**config.mk**
```make
export PLATFORM = sky130hd
export DESIGN_NAME = swreg_mdio_bridge
export DESIGN_NICKNAME = d
export VERILOG_FILES = /design/src/rtl/swreg_pkg.sv /design/src/rtl/swreg_addr_xlate.sv /design/src/rtl/swreg_mdio_sub.sv /design/src/rtl/swreg_seq.sv /design/src/rtl/swreg_mdio_bridge.sv
export SDC_FILE = /design/constraint.sdc
export NUM_CORES = 1
export LEC_CHECK = 0
export BUFFER_PORTS_ARGS = -buffer_cell sky130_fd_sc_hd__buf_2
export CORE_MARGIN = 2
export CORE_UTILIZATION = 35
export CTS_CLUSTER_SIZE = 12
export DETAILED_ROUTE_END_ITERATION = 10
export SLEW_MARGIN = 20
export SYNTH_ARGS = -nofsm -noshare
export SYNTH_HDL_FRONTEND = slang
export SYNTH_SLANG_ARGS = --single-unit
```
**constraint.sdc**
```tcl
create_clock -name clk -period 3.5 [get_ports clk]
set_clock_uncertainty 0.15 [all_clocks]
set_input_delay 0.7 -clock clk [delete_from_list [all_inputs] [get_ports clk]]
set_output_delay 0.7 -clock clk [all_outputs]
set_load 0.05 [all_outputs]
```
**src/rtl/swreg_pkg.sv**
```systemverilog
package swreg_pkg;

    localparam logic [4:0] PAGE_PHY   = 5'h1F;
    localparam logic [4:0] PAGE_REG   = 5'h10;
    localparam logic [1:0] PHY_PREFIX = 2'b10;
    localparam int         PAGE_SHIFT = 9;

    typedef struct packed {
        logic        wr;
        logic [4:0]  phy;
        logic [4:0]  regno;
        logic [15:0] data;
    } mdio_cmd_t;

    typedef enum logic [1:0] {
        STEP_PAGE   = 2'd0,
        STEP_FIRST  = 2'd1,
        STEP_SECOND = 2'd2
    } step_t;

    typedef enum logic [1:0] {
        SQ_IDLE,
        SQ_ISSUE,
        SQ_WAIT,
        SQ_RESP
    } seq_state_t;

    typedef enum logic [1:0] {
        SA_IDLE,
        SA_CMD,
        SA_WAIT
    } sub_state_t;

    function automatic logic [15:0] pick_half(logic [31:0] w, logic hi);
        return hi ? w[31:16] : w[15:0];
    endfunction

endpackage

```
**src/rtl/swreg_addr_xlate.sv**
```systemverilog
module swreg_addr_xlate
    import swreg_pkg::*;
#(
    parameter int                ADDR_W         = 18,
    parameter logic [ADDR_W-1:0] LOW_FIRST_ADDR = 'h98
) (
    input  logic [ADDR_W-1:0] addr,
    input  logic              wr,
    input  logic [31:0]       wdata,
    input  step_t             step,
    output mdio_cmd_t         cmd,
    output logic              half_hi
);
    localparam int PAGE_W = ADDR_W - PAGE_SHIFT;

    logic [PAGE_W-1:0] page;
    logic              low_first;

    assign page      = addr[ADDR_W-1:PAGE_SHIFT];
    assign low_first = !wr || (addr == LOW_FIRST_ADDR);

    always_comb begin
        half_hi = 1'b0;
        cmd     = '0;
        if (step == STEP_PAGE) begin
            cmd.wr               = 1'b1;
            cmd.phy              = PAGE_PHY;
            cmd.regno            = PAGE_REG;
            cmd.data[PAGE_W-1:0] = page;
        end else begin
            half_hi   = (step == STEP_SECOND) ? low_first : !low_first;
            cmd.wr    = wr;
            cmd.phy   = {PHY_PREFIX, addr[8:6]};
            cmd.regno = {addr[5:2], half_hi};
            cmd.data  = wr ? pick_half(wdata, half_hi) : 16'h0000;
        end
    end

endmodule

```
**src/rtl/swreg_mdio_sub.sv**
```systemverilog
module swreg_mdio_sub
    import swreg_pkg::*;
#(
    parameter int TIMEOUT_LIMIT = 1024
) (
    input  logic        clk,
    input  logic        rst,
    input  logic        start,
    input  mdio_cmd_t   cmd,
    output logic        busy,
    output logic        done,
    output logic        err,
    output logic [15:0] rdata,
    output logic        mdio_cmd_valid,
    input  logic        mdio_cmd_ready,
    output logic        mdio_cmd_write,
    output logic [4:0]  mdio_cmd_phy,
    output logic [4:0]  mdio_cmd_reg,
    output logic [15:0] mdio_cmd_wdata,
    input  logic        mdio_rsp_valid,
    input  logic [15:0] mdio_rsp_rdata,
    input  logic        mdio_rsp_err
);
    localparam int               CNT_W    = $clog2(TIMEOUT_LIMIT + 1);
    localparam logic [CNT_W-1:0] LIMIT_M1 = CNT_W'(TIMEOUT_LIMIT - 1);
    localparam logic [CNT_W-1:0] LIMIT_V  = CNT_W'(TIMEOUT_LIMIT);

    sub_state_t       state;
    mdio_cmd_t        cmd_q;
    logic [CNT_W-1:0] cnt;

    always_ff @(posedge clk) begin
        if (rst) begin
            state <= SA_IDLE;
            cmd_q <= '0;
            cnt   <= '0;
            done  <= 1'b0;
            err   <= 1'b0;
            rdata <= '0;
        end else begin
            done <= 1'b0;
            case (state)
                SA_IDLE: begin
                    if (start) begin
                        cmd_q <= cmd;
                        cnt   <= '0;
                        err   <= 1'b0;
                        state <= SA_CMD;
                    end
                end
                SA_CMD: begin
                    if (mdio_cmd_ready) begin
                        cnt   <= cnt + 1'b1;
                        state <= SA_WAIT;
                    end else if (cnt >= LIMIT_M1) begin
                        done  <= 1'b1;
                        err   <= 1'b1;
                        state <= SA_IDLE;
                    end else begin
                        cnt <= cnt + 1'b1;
                    end
                end
                SA_WAIT: begin
                    if (mdio_rsp_valid) begin
                        done  <= 1'b1;
                        err   <= mdio_rsp_err;
                        rdata <= mdio_rsp_rdata;
                        state <= SA_IDLE;
                    end else if (cnt >= LIMIT_M1) begin
                        done  <= 1'b1;
                        err   <= 1'b1;
                        state <= SA_IDLE;
                    end else begin
                        cnt <= cnt + 1'b1;
                    end
                end
                default: state <= SA_IDLE;
            endcase
        end
    end

    assign busy           = (state != SA_IDLE);
    assign mdio_cmd_valid = (state == SA_CMD);
    assign mdio_cmd_write = cmd_q.wr;
    assign mdio_cmd_phy   = cmd_q.phy;
    assign mdio_cmd_reg   = cmd_q.regno;
    assign mdio_cmd_wdata = cmd_q.data;

    AST_CMD_HOLD: assert property (@(posedge clk) disable iff (rst)
        (mdio_cmd_valid && !mdio_cmd_ready && cnt < LIMIT_M1) |=>
        (mdio_cmd_valid && $stable({mdio_cmd_write, mdio_cmd_phy, mdio_cmd_reg, mdio_cmd_wdata})))
        else $error("command changed while stalled");

    AST_TMO_BOUND: assert property (@(posedge clk) disable iff (rst)
        busy |-> (cnt <= LIMIT_V))
        else $error("timeout counter overran");

endmodule

```
**src/rtl/swreg_seq.sv**
```systemverilog
module swreg_seq
    import swreg_pkg::*;
#(
    parameter int                ADDR_W         = 18,
    parameter logic [ADDR_W-1:0] LOW_FIRST_ADDR = 'h98
) (
    input  logic              clk,
    input  logic              rst,
    input  logic              req_valid,
    output logic              req_ready,
    input  logic              req_write,
    input  logic [ADDR_W-1:0] req_addr,
    input  logic [31:0]       req_wdata,
    output logic              rsp_valid,
    output logic [31:0]       rsp_rdata,
    output logic              rsp_err,
    output logic              sub_start,
    output mdio_cmd_t         sub_cmd,
    input  logic              sub_busy,
    input  logic              sub_done,
    input  logic              sub_err,
    input  logic [15:0]       sub_rdata
);
    seq_state_t        state;
    step_t             step;
    logic [ADDR_W-1:0] addr_q;
    logic              wr_q;
    logic [31:0]       wdata_q;
    logic [31:0]       rdata_q;
    logic              err_q;
    logic              half_hi;

    swreg_addr_xlate #(
        .ADDR_W        (ADDR_W),
        .LOW_FIRST_ADDR(LOW_FIRST_ADDR)
    ) u_xlate (
        .addr   (addr_q),
        .wr     (wr_q),
        .wdata  (wdata_q),
        .step   (step),
        .cmd    (sub_cmd),
        .half_hi(half_hi)
    );

    always_ff @(posedge clk) begin
        if (rst) begin
            state   <= SQ_IDLE;
            step    <= STEP_PAGE;
            addr_q  <= '0;
            wr_q    <= 1'b0;
            wdata_q <= '0;
            rdata_q <= '0;
            err_q   <= 1'b0;
        end else begin
            case (state)
                SQ_IDLE: begin
                    if (req_valid) begin
                        addr_q  <= req_addr;
                        wr_q    <= req_write;
                        wdata_q <= req_wdata;
                        rdata_q <= '0;
                        err_q   <= 1'b0;
                        step    <= STEP_PAGE;
                        state   <= SQ_ISSUE;
                    end
                end
                SQ_ISSUE: state <= SQ_WAIT;
                SQ_WAIT: begin
                    if (sub_done) begin
                        if (sub_err) begin
                            err_q <= 1'b1;
                            state <= SQ_RESP;
                        end else begin
                            if (!wr_q && step != STEP_PAGE) begin
                                if (half_hi) rdata_q[31:16] <= sub_rdata;
                                else         rdata_q[15:0]  <= sub_rdata;
                            end
                            if (step == STEP_SECOND) begin
                                state <= SQ_RESP;
                            end else begin
                                step  <= step_t'(step + 2'd1);
                                state <= SQ_ISSUE;
                            end
                        end
                    end
                end
                SQ_RESP: state <= SQ_IDLE;
                default: state <= SQ_IDLE;
            endcase
        end
    end

    assign req_ready = (state == SQ_IDLE);
    assign sub_start = (state == SQ_ISSUE);
    assign rsp_valid = (state == SQ_RESP);
    assign rsp_err   = rsp_valid && err_q;
    assign rsp_rdata = rdata_q;

    AST_RSP_PULSE: assert property (@(posedge clk) disable iff (rst)
        rsp_valid |=> !rsp_valid)
        else $error("response longer than one cycle");

    AST_BUSY_AFTER_ACCEPT: assert property (@(posedge clk) disable iff (rst)
        (req_valid && req_ready) |=> !req_ready)
        else $error("ready stayed high after acceptance");

    AST_ONE_SUB: assert property (@(posedge clk) disable iff (rst)
        sub_start |-> !sub_busy)
        else $error("sub-access started while one is open");

    AST_ERR_ABORT: assert property (@(posedge clk) disable iff (rst)
        (sub_done && sub_err) |=> (rsp_valid && rsp_err))
        else $error("error did not abort the sequence");

endmodule

```
**src/rtl/swreg_mdio_bridge.sv**
```systemverilog
module swreg_mdio_bridge
    import swreg_pkg::*;
#(
    parameter int                ADDR_W         = 18,
    parameter logic [ADDR_W-1:0] LOW_FIRST_ADDR = 'h98,
    parameter int                TIMEOUT_LIMIT  = 1024
) (
    input  logic              clk,
    input  logic              rst,
    input  logic              req_valid,
    output logic              req_ready,
    input  logic              req_write,
    input  logic [ADDR_W-1:0] req_addr,
    input  logic [31:0]       req_wdata,
    output logic              rsp_valid,
    output logic [31:0]       rsp_rdata,
    output logic              rsp_err,
    output logic              mdio_cmd_valid,
    input  logic              mdio_cmd_ready,
    output logic              mdio_cmd_write,
    output logic [4:0]        mdio_cmd_phy,
    output logic [4:0]        mdio_cmd_reg,
    output logic [15:0]       mdio_cmd_wdata,
    input  logic              mdio_rsp_valid,
    input  logic [15:0]       mdio_rsp_rdata,
    input  logic              mdio_rsp_err
);
    mdio_cmd_t   sub_cmd;
    logic        sub_start;
    logic        sub_busy;
    logic        sub_done;
    logic        sub_err;
    logic [15:0] sub_rdata;

    swreg_seq #(
        .ADDR_W        (ADDR_W),
        .LOW_FIRST_ADDR(LOW_FIRST_ADDR)
    ) u_seq (
        .clk      (clk),
        .rst      (rst),
        .req_valid(req_valid),
        .req_ready(req_ready),
        .req_write(req_write),
        .req_addr (req_addr),
        .req_wdata(req_wdata),
        .rsp_valid(rsp_valid),
        .rsp_rdata(rsp_rdata),
        .rsp_err  (rsp_err),
        .sub_start(sub_start),
        .sub_cmd  (sub_cmd),
        .sub_busy (sub_busy),
        .sub_done (sub_done),
        .sub_err  (sub_err),
        .sub_rdata(sub_rdata)
    );

    swreg_mdio_sub #(
        .TIMEOUT_LIMIT(TIMEOUT_LIMIT)
    ) u_sub (
        .clk           (clk),
        .rst           (rst),
        .start         (sub_start),
        .cmd           (sub_cmd),
        .busy          (sub_busy),
        .done          (sub_done),
        .err           (sub_err),
        .rdata         (sub_rdata),
        .mdio_cmd_valid(mdio_cmd_valid),
        .mdio_cmd_ready(mdio_cmd_ready),
        .mdio_cmd_write(mdio_cmd_write),
        .mdio_cmd_phy  (mdio_cmd_phy),
        .mdio_cmd_reg  (mdio_cmd_reg),
        .mdio_cmd_wdata(mdio_cmd_wdata),
        .mdio_rsp_valid(mdio_rsp_valid),
        .mdio_rsp_rdata(mdio_rsp_rdata),
        .mdio_rsp_err  (mdio_rsp_err)
    );

endmodule

```
==> metrics.md <==
| Metric | Value |
|---|---|
| Vias in the first global route | between 5000 and 6000 |
| CTS buffer count | 17 |
| Max-Cap Viols | 0 |
| Hold Vio Cnt, Final | 0 |
| Final setup fails | 0 |
| RD Place Congestion | 0.835 |
| Via/cell ratio | approximately 5 |
| PostCTS Resize Cnt | 0 |
| Antenna cells | 0 |
| Pwr Density | 541 nW/um^2 |
| Status | finished, final reports clean |
| Reg2reg start | u_seq.step[0] |
| Final ANT Viol Nets | 0 |
| Slew margin rel. | 37.9% |
| Mapped cell area | between 5000 and 6000 sq um |
| FP Rows | 47 |
| Die H | 134 um |
| GRT Util Overall | about 18% |
| Htree depth | 4 |
| Seq/Total Area, Yosys | 49.2% |
| # hold bufs at CTS | 0 |
| WL/cell | 15.1 um |
| Critical path required time | 3700 ps |
| Most common cell after layout, fill and taps aside | nand2_1 |
| Iteration count of the initial detailed-routing pass | 4 |
| Vias | 5421 |
| Core Box Area | 16600 sq um |
| Average size of a mapped cell | 8.16 sq um |
| Register bit total from synthesis | 146 |
| Share of layout cells above drive strength 1 | 21.4% |
| Global-route wire length before repair | 26.3 mm |
| Nets | 921 |
| Drt total wl | 16.2 mm |
| Startpoint types | register |
| Clk slew on worst S/H paths | 60 ps |
| RSZ-0062 raised after global routing | no |
| Largest net degree at the start of global routing | 65 |
| Initial Util | 35.8% |
| Io pins | 136 |
| Worst-Skew Late Latency | approximately 420 ps |
| Final min period | about 2600 ps |
| F_max | 0.385 GHz |
| Initial antenna violation count | 0 |
| Post-route setup TNS | 0 ps |
| HP Start | u_seq.rsp_rdata[7] |
| LEAKAGE | 0.00292 uW |
| Fin crit share | 74.2% |
| PortBufs | 135 |
| Pwr Total | roughly 4000 uW |
| Post-CTS Setup Inserts | 0 |
| Most frequent cells in the layout | nand2_1, dfxtp_1, buf_2 |
| Post-synth cell types | 54 |
| Worst-Margin Slew | 932 ps |
| Die ar. | between 15000 and 20000 sq um |
| Post-Syn Instances | 728 |
| CP Capture Type | register |
| Crit path DAT | 2800 ps |
| CTS tree | done |
| Hold Path Class | register to register |
| Kind of critical path | register to register |
| Syn. warnings | 0 |
| Total grt overflow | 0 |
| Ys flop type | dfxtp_1 |
| # clock sinks | 146 |
| Crit path from | u_seq.step[0] |
| Area Growth Syn to Fin | 23.5% |
| DIE WIDTH | roughly 130 um |
| Syn Nets | 808 |
| DR DRC count | 0 |
| FFs w/ async S/R, synth | 0% |
| Worst Path Max Fanout | 19 |
| Peak VDD IR | about 370 uV |
| Post-DP HPWL | between 10 and 15 mm |
| Max clock buf depth | 2 |
| Post-synth EDFFs | 0 |
| Root buffer cell | clkbuf_16 |
| Max Slew Vio Count | 0 |
| Starting DRT DRC Count | 385 |
## critical path, cell delays in order, from the launching register on
cell	delay, ps
dfxtp_1	320
inv_1	80
ha_1	270
inv_1	80
o21ai_2	720
or2_1	620
a311o_1	280
## kinds of logic (layout without fill, tap and decap cells)
family / Yosys count / after routing / synth area share (%)
and+or+nand+nor: 324 / 324 / 23.6
AOI/OAI and AO/OA: 190 / 190 / 20.6
DFF: 146 / 146 / 49.2
buffers and inverters: 59 / 185 / 4.55
adders and majority gates: 7 / 7 / 1.47
muxes: 2 / 2 / 0.548
## cells in the mapped netlist (all sizes together) (6+ instances only)
| master | number | share of area (%) |
|---|---|---|
| clkbuf | 32 | 2.0 |
| inv | 9 | 0.57 |
| nor2 | 32 | 2.0 |
| a21oi | 115 | 9.9 |
| o211ai | 9 | 1.1 |
| a22o | 16 | 2.4 |
| dfxtp | 146 | 49 |
| and2 | 7 | 0.74 |
| ha | 7 | 1.5 |
| nand2 | 199 | 13 |
| a311o | 9 | 1.5 |
| buf | 18 | 2.0 |
| nand3 | 32 | 2.7 |
| o21ai | 6 | 0.57 |
| nor3 | 24 | 2.0 |
## final timing paths
check	end	slack [ps]	depth (start not counted)
hold reg to reg	u_seq.rsp_rdata[7]	300	2
setup / recovery	u_sub.mdio_cmd_wdata[1]	900	6
setup reg to reg	u_sub.mdio_cmd_wdata[1]	900	6
hold / removal	u_seq.rsp_rdata[7]	300	2
## stage by stage
step	instance area, sq um	hold WS [ps]	util, %	worst slack [ps]	cells
CTS	7330	299	44.2	705	1074
detailed placement	6730	291	40.6	825	1042
floorplan	5940	282	-	1370	728
global placement	6730	287	40.6	942	1042
finish	7340	298	44.2	902	1074
global route	7340	318	44.2	674	1074
## layer usage
layer	vias to the layer above	global-route usage, %	wire (um)
met5	-	0	0
met4	0	4.97	184
met3	11	4.61	947
met2	148	27.6	7110
met1	2499	25.5	7950
li1	2763	-	-
## report_power, final
| group | total [uW] | switching, uW | internal [uW] |
|---|---|---|---|
| combinational | 369 | 258 | 111 |
| sequential | 1760 | 39.6 | 1720 |
| clock | 1850 | 706 | 1140 |
| total | 3970 | 1000 | 2970 |
## cell type report
class	instances	area, sq um
Sequential cell	146	2920
Timing Repair Buffer	144	746
Fill cell	1738	9250
Tap cell	220	275
Clock inverter	13	160
Multi-Input combinational cell	523	2760
Inverter	9	33.8
Clock buffer	19	443
(Power assumes the default switching activity.)
